<file path="src/rtl/sqwi_pkg.sv">
package sqwi_pkg;
  localparam int DATA_W   = 8;
  localparam int CTRL_W   = 5;
  localparam logic ADDR_CTRL = 1'b0;
  localparam logic ADDR_STAT = 1'b1;
  localparam int BIT_OSF  = 7;
  localparam int BIT_A2F  = 1;
  localparam int BIT_A1F  = 0;

  typedef enum logic [1:0] {
    RATE_SLOW = 2'b00,
    RATE_4K   = 2'b01,
    RATE_8K   = 2'b10,
    RATE_FULL = 2'b11
  } rate_e;

  typedef struct packed {
    rate_e rate;     // bits 4:3
    logic  intMode;  // bit 2
    logic  a2En;     // bit 1
    logic  a1En;     // bit 0
  } ctrl_t;

  typedef struct packed {
    logic  wrCtrl;
    logic  clrA1;
    logic  clrA2;
    logic  clrOsf;
    logic  oscRise;
    ctrl_t ctrlData;
  } strobe_t;
endpackage

</file>
<file path="src/rtl/sqwi_ctl.sv">
module sqwi_ctl
  import sqwi_pkg::*;
(
  input  logic              clk,
  input  logic              rstN,
  input  logic              wrEn,
  input  logic              addr,
  input  logic [DATA_W-1:0] wrData,
  input  logic              oscStopped,
  output strobe_t           stb
);
  logic prevStop;
  logic wrStat;
  logic unusedWr;

  always_ff @(posedge clk or negedge rstN) begin
    if (!rstN) prevStop <= 1'b0;
    else       prevStop <= oscStopped;
  end

  assign wrStat = wrEn && (addr == ADDR_STAT);
  assign unusedWr = ^wrData[6:5];

  always_comb begin
    stb          = '0;
    stb.wrCtrl   = wrEn && (addr == ADDR_CTRL);
    stb.ctrlData = ctrl_t'(wrData[CTRL_W-1:0]);
    stb.clrA1    = wrStat && !wrData[BIT_A1F];
    stb.clrA2    = wrStat && !wrData[BIT_A2F];
    stb.clrOsf   = wrStat && !wrData[BIT_OSF];
    stb.oscRise  = oscStopped && !prevStop;
  end

  // a held stop level yields one rise only
  p_rise_once_r7: assert property (@(posedge clk) disable iff (!rstN)
    stb.oscRise |=> !stb.oscRise);

  // control and status strobes are exclusive
  p_excl_strobe_r10: assert property (@(posedge clk) disable iff (!rstN)
    stb.wrCtrl |-> !(stb.clrA1 || stb.clrA2 || stb.clrOsf));
endmodule

</file>
<file path="src/rtl/sqwi_dp.sv">
module sqwi_dp
  import sqwi_pkg::*;
#(
  parameter int CNT_W    = 15,
  parameter int TAP_SLOW = 14,
  parameter int TAP_4K   = 2,
  parameter int TAP_8K   = 1
) (
  input  logic              clk,
  input  logic              rstN,
  input  strobe_t           stb,
  input  logic              addr,
  input  logic              alarm1Match,
  input  logic              alarm2Match,
  output logic [DATA_W-1:0] rdData,
  output logic              sqwIntN
);
  localparam int MAX_TAP = TAP_SLOW;

  logic [CNT_W-1:0] divCnt;
  ctrl_t            ctrlReg;
  logic             a1Flag, a2Flag, osFlag;
  logic             waveOut, irqActive;
  logic             unusedCnt;

  // free-running divider
  always_ff @(posedge clk or negedge rstN) begin
    if (!rstN) divCnt <= '0;
    else       divCnt <= divCnt + 1'b1;
  end
  assign unusedCnt = ^divCnt;

  always_ff @(posedge clk or negedge rstN) begin
    if (!rstN)           ctrlReg <= '0;
    else if (stb.wrCtrl) ctrlReg <= stb.ctrlData;
  end

  // sticky flags: a new event beats a clear in the same cycle
  always_ff @(posedge clk or negedge rstN) begin
    if (!rstN) begin
      a1Flag <= 1'b0;
      a2Flag <= 1'b0;
      osFlag <= 1'b1;
    end else begin
      a1Flag <= alarm1Match | (a1Flag & ~stb.clrA1);
      a2Flag <= alarm2Match | (a2Flag & ~stb.clrA2);
      osFlag <= stb.oscRise | (osFlag & ~stb.clrOsf);
    end
  end

  generate
    if (MAX_TAP < CNT_W) begin : g_rate_mux
      always_comb begin
        unique case (ctrlReg.rate)
          RATE_SLOW: waveOut = divCnt[TAP_SLOW];
          RATE_4K:   waveOut = divCnt[TAP_4K];
          RATE_8K:   waveOut = divCnt[TAP_8K];
          default:   waveOut = clk;
        endcase
      end
    end else begin : g_rate_clip
      always_comb begin
        unique case (ctrlReg.rate)
          RATE_SLOW: waveOut = divCnt[CNT_W-1];
          RATE_4K:   waveOut = divCnt[TAP_4K];
          RATE_8K:   waveOut = divCnt[TAP_8K];
          default:   waveOut = clk;
        endcase
      end
    end
  endgenerate

  assign irqActive = (a1Flag && ctrlReg.a1En) || (a2Flag && ctrlReg.a2En);
  assign sqwIntN   = ctrlReg.intMode ? ~irqActive : waveOut;

  always_comb begin
    rdData = '0;
    if (addr == ADDR_STAT) begin
      rdData[BIT_OSF] = osFlag;
      rdData[BIT_A2F] = a2Flag;
      rdData[BIT_A1F] = a1Flag;
    end else begin
      rdData[CTRL_W-1:0] = ctrlReg;
    end
  end

  // a set alarm flag holds unless a clear strobe arrives
  p_a1_sticky_r5: assert property (@(posedge clk) disable iff (!rstN)
    (a1Flag && !stb.clrA1) |=> a1Flag);
  p_a2_sticky_r5: assert property (@(posedge clk) disable iff (!rstN)
    (a2Flag && !stb.clrA2) |=> a2Flag);
  // a match always leaves its flag set
  p_set_wins_r6: assert property (@(posedge clk) disable iff (!rstN)
    alarm1Match |=> a1Flag);
  // stop flag only rises through the oscillator edge
  p_osf_no_wr_set_r7: assert property (@(posedge clk) disable iff (!rstN)
    (!osFlag && !stb.oscRise) |=> !osFlag);
  p_osf_rise_r7: assert property (@(posedge clk) disable iff (!rstN)
    stb.oscRise |=> osFlag);
  // control holds without a write
  p_ctrl_hold_r8: assert property (@(posedge clk) disable iff (!rstN)
    !stb.wrCtrl |=> $stable(ctrlReg));
  // interrupt mode with no flags leaves the pin released
  p_int_idle_r3: assert property (@(posedge clk) disable iff (!rstN)
    (ctrlReg.intMode && !a1Flag && !a2Flag) |-> sqwIntN);
endmodule

</file>
<file path="src/rtl/sqw_alarm_out.sv">
module sqw_alarm_out
  import sqwi_pkg::*;
#(
  parameter int CNT_W = 15
) (
  input  logic        clk,
  input  logic        rstN,
  input  logic        wrEn,
  input  logic        addr,
  input  logic [7:0]  wrData,
  output logic [7:0]  rdData,
  input  logic        alarm1Match,
  input  logic        alarm2Match,
  input  logic        oscStopped,
  output logic        sqwIntN
);
  strobe_t stb;

  sqwi_ctl u_ctl (
    .clk        (clk),
    .rstN       (rstN),
    .wrEn       (wrEn),
    .addr       (addr),
    .wrData     (wrData),
    .oscStopped (oscStopped),
    .stb        (stb)
  );

  sqwi_dp #(.CNT_W(CNT_W)) u_dp (
    .clk         (clk),
    .rstN        (rstN),
    .stb         (stb),
    .addr        (addr),
    .alarm1Match (alarm1Match),
    .alarm2Match (alarm2Match),
    .rdData      (rdData),
    .sqwIntN     (sqwIntN)
  );
endmodule

</file>
<file path="config.mk">
export PLATFORM = sky130hd
export DESIGN_NAME = sqw_alarm_out
export DESIGN_NICKNAME = d
export VERILOG_FILES = /design/src/rtl/sqwi_pkg.sv /design/src/rtl/sqwi_ctl.sv /design/src/rtl/sqwi_dp.sv /design/src/rtl/sqw_alarm_out.sv
export SDC_FILE = /design/constraint.sdc
export NUM_CORES = 1
export LEC_CHECK = 0
export ABC_AREA = 1
export ABC_CLOCK_PERIOD_IN_PS = 1890
export BUFFER_PORTS_ARGS = -buffer_cell sky130_fd_sc_hd__buf_2
export CORE_ASPECT_RATIO = 0.6
export CORE_MARGIN = 8
export CORE_UTILIZATION = 30
export CTS_CLUSTER_SIZE = 30
export DETAILED_ROUTE_END_ITERATION = 10
export GPL_TIMING_DRIVEN = 0
export PLACE_DENSITY = 0.59
export SLEW_MARGIN = 20
export SYNTH_ARGS = -nofsm -noshare
export SYNTH_HDL_FRONTEND = slang
export SYNTH_SLANG_ARGS = --single-unit
</file>
<file path="constraint.sdc">
create_clock -name clk -period 1.89 [get_ports clk]
set_input_delay 0.378 -clock clk [delete_from_list [all_inputs] [get_ports clk]]
set_output_delay 0.378 -clock clk [all_outputs]
set_load 0.005 [all_outputs]
</file>
Word level (Yosys, flattened, before mapping)
Cells that the tools add are included.

Register bits after elaboration: 24. Logic and storage cells: 42.

$add $sub $neg: 1. Equality and inequality tests: 2. Muxes and demuxes: 5. Bitwise logic cells: 11. Reduce and logical (&&, ||, !) cells: 14.

Operators with widths (number): adder 15 x 1 -> 15 bit (second input constant) (1); logical AND 1 bit (8); NOT 1 bit (5); logical NOT 1 bit (4); bitwise AND 1 bit (3); 2-to-1 mux 3 bit (1); OR 1 bit (3); case mux 1 bit (3 select lines) (1); == test 2 x 1 -> 1 bit (second input constant) (1); == test 2 bit (second input constant) (1); logical NOT 2 bit (1); 2-to-1 mux 1 bit (2); 2-to-1 mux 2 bit (1); logical OR 1 bit (1).

Longest topological paths before layout
Word-level depth: 5. Mapped depth: 6.

By module
A second synthesis with hierarchy kept.

Cell total of the unflattened synthesis: 149. Area, all modules: 1252.5 um^2.

By module, submodules not included: sqwi_dp (instances 1, cells each 135, area an instance 1159.9 um^2, seq. area each 576.8 um^2); sqwi_ctl (instances 1, cells each 14, area an instance 92.6 um^2, seq. area each 25.0 um^2).

==> impl_metrics.json <==
{
  "viasPerCell": 4.18,
  "synth_top_cell_area_share": 0.474,
  "cts_setup_buffers": 0,
  "cap_violations": 0,
  "ys_ff_latch": 24,
  "clk_pin_slew_worst_paths_ps": 80,
  "antenna_found_initial": 0,
  "finalSetupTns_ps": 0,
  "clkPwrFrac": 0.477,
  "syn_inst": 144,
  "portBuffers": 18,
  "die-area_sq_um": 6400,
  "drc_errors": 0,
  "power.leakage_uw": 0.000760,
  "synth_cell_types": 20,
  "drtIter0Drc": 66,
  "instances_no_fill": 220,
  "reg2reg_setup_slack_ps": 680,
  "vias": 920,
  "worstMarginPinSlew_ps": 536,
  "power_frac_seq": 0.448,
  "crit_path_max_fanout": 2,
  "wl_per_cell_microns": 11.0,
  "start_kind": "clock port",
  "clk-insertion-delay-late_ps": 370,
  "synth_area_per_cell_sq_um": 8.43,
  "die-height_microns": 65.3,
  "skew_ps": 2.25,
  "hold_class": "in2reg",
  "timing.final.hold_violations": 0,
  "p_int_uw": 963,
  "regArea_sq_um": 602,
  "end_kind": "primary output",
  "cp.arrival_ps": 1390,
  "diodes": 0,
  "ff2ff_path_depth": 5,
  "io_pins": 24,
  "drtPass1Iterations": 4,
  "dp_hpwl_mm": 1.92,
  "r2r-end": "u_dp.divCnt[8]$_DFF_PN0_",
  "die_x_microns": 98.1,
  "multi_input_area_sq_um": 537,
  "synth_area_leaders": "dfrtp_1 47%, nand2_1 13%, inv_1 5.3%",
  "critPathKind": "clk2out",
  "fin_nets": 187,
  "postRouteAntennaNets": 0,
  "syn-cell-area_sq_um": 1210,
  "syn_to_final_growth_pct": 22.9,
  "track_usage": 0.0808,
  "synth_top_cell_by_area": "dfrtp_1",
  "start_util": 0.304,
  "placed_cells": 213,
  "grt_max_degree": 25,
  "drive_gt1_frac": 0.271,
  "power_density_nw_per_um2": 819,
  "cts_tree": "built",
  "setup.worst_path.end": "sqwIntN",
  "slew_headroom": 0.643,
  "r2r_start": "u_dp.divCnt[1]$_DFF_PN0_",
  "p_sw_frac": 0.212,
  "setup_viol": 0,
  "rsz0062_at_grt": "no",
  "switching_power_uw": 259,
  "yosysWarnings": 0,
  "outcome": "completed",
  "fillers": 403,
  "grt_pass1_wl_mm": 4.06,
  "required_ps": 1510,
  "finalWirelength_mm": 2.41,
  "grt_pass1_vias": 857,
  "maxSlewViolCount": 0,
  "ir_drop_mv": 0.342,
  "combPwrFrac": 0.075,
  "rows": 18,
  "ys_seq_area_frac": 0.496,
  "gp_congestion": 0.791,
  "overflow": 0,
  "crit_path_start": "clk",
  "core_area_sq_um": 3990
}
==> metal layers <==
metal  wire (microns)  track usage
met1             1360        0.117
met2              915       0.0959
met3              118       0.0337
met4               17       0.0405
met5                0            0
==> layout by cell type, fill, tap and decap left out, drive strengths merged <==
master,count
a21oi,3
buf,21
bufinv,1
clkbuf,5
conb,2
dfrtp,23
dfstp,1
dlygate4sd3,1
ha,1
inv,19
nand2,46
nand3,14
nand4,6
nor2,16
o21ai,4
xnor2,4
xor2,3
==> worst max-delay path, stage by stage <==
cell,delay (ps)
clkbuf_8,110
nand2_2,60
nand3_2,60
nand3_2,50
nand2_1,50
buf_2,120
==> metrics by stage <==
step                worst slack, ps  hold slack [ps]  instance area [sq um]   util  power [uW]
global route                   72.2              107                   1490  0.374        1290
CTS                             114              112                   1490  0.374        1250
finish                          122              123                   1490  0.374        1220
global placement                233              379                   1370  0.344         671
floorplan                       328             82.4                   1220      -         619
detailed placement              233              379                   1370  0.344         671
==> sequential cells by signal, indices dropped and copies added, names as in the netlist <==
| register | cells |
|---|---|
| u_ctl.prevStop | 1 |
| u_dp.a2Flag | 1 |
| u_dp.a1Flag | 1 |
| u_dp.divCnt | 15 |
| u_dp.osFlag | 1 |
| u_dp.ctrlReg | 5 |
==> Yosys cell counts <==
master,instances
nand3_2,2
inv_1,17
buf_4,2
o21ai_0,4
nor2_1,12
a21oi_1,3
xor2_1,3
nand3_1,12
nor2_4,4
nand2_1,41
dfrtp_1,23
inv_2,2
nand4_1,6
ha_1,1
nand2_2,5
conb_1,1
xnor2_1,2
xnor2_2,2
dfstp_2,1
buf_2,1
==> timing repair <==
action / CTS / global route
hold buffers: 1 / 0
endpoints found under the hold margin: 23 / 0
endpoints found under the setup margin: 1 / 0
gates resized for setup: 3 / 0
==> logic make-up after synthesis <==
kind of cell               count (synthesis)  synth area share
DFF                                       24             0.496
xor gates and xnor gates                   7            0.0629
buffers and inverters                     22            0.0753
and+or+nand+nor                           82             0.324
AOI/OAI and AO/OA                          7            0.0289
adders and majority gates                  1            0.0103
other                                      1           0.00309
==> final cells by class <==
class                      count  area share
tap                           50      0.0419
sequential                    24       0.404
timing repair buffer          18      0.0638
clock inverter                 1      0.0201
multi-input combinational     99       0.360
inverter                      19      0.0478
buffer                         3      0.0134
clock buffer                   6      0.0495
==> power by group through the flow <==
stage,clock network (uW),registers (uW),logic (uW)
2_1_floorplan,19.1,553,46.9
3_3_place_gp,24.0,556,90.4
3_5_place_dp,24.0,556,91.1
4_1_cts,607,547,93.9
5_1_grt,633,551,106
6_report,583,548,91.8
==> worst min-delay path by stage <==
stage	slack, ps	endpoint	from	cells past startpoint
2_1_floorplan	80	u_ctl.prevStop$_DFF_PN0_	rstN	0
3_3_place_gp	380	u_dp.osFlag$_DFF_PN1_	u_ctl.prevStop$_DFF_PN0_	1
3_5_place_dp	380	u_dp.osFlag$_DFF_PN1_	u_ctl.prevStop$_DFF_PN0_	1
4_1_cts	110	u_ctl.prevStop$_DFF_PN0_	oscStopped	1
5_1_grt	110	u_ctl.prevStop$_DFF_PN0_	oscStopped	1
6_report	120	u_ctl.prevStop$_DFF_PN0_	oscStopped	1
Power figures use the tool's default switching activity.
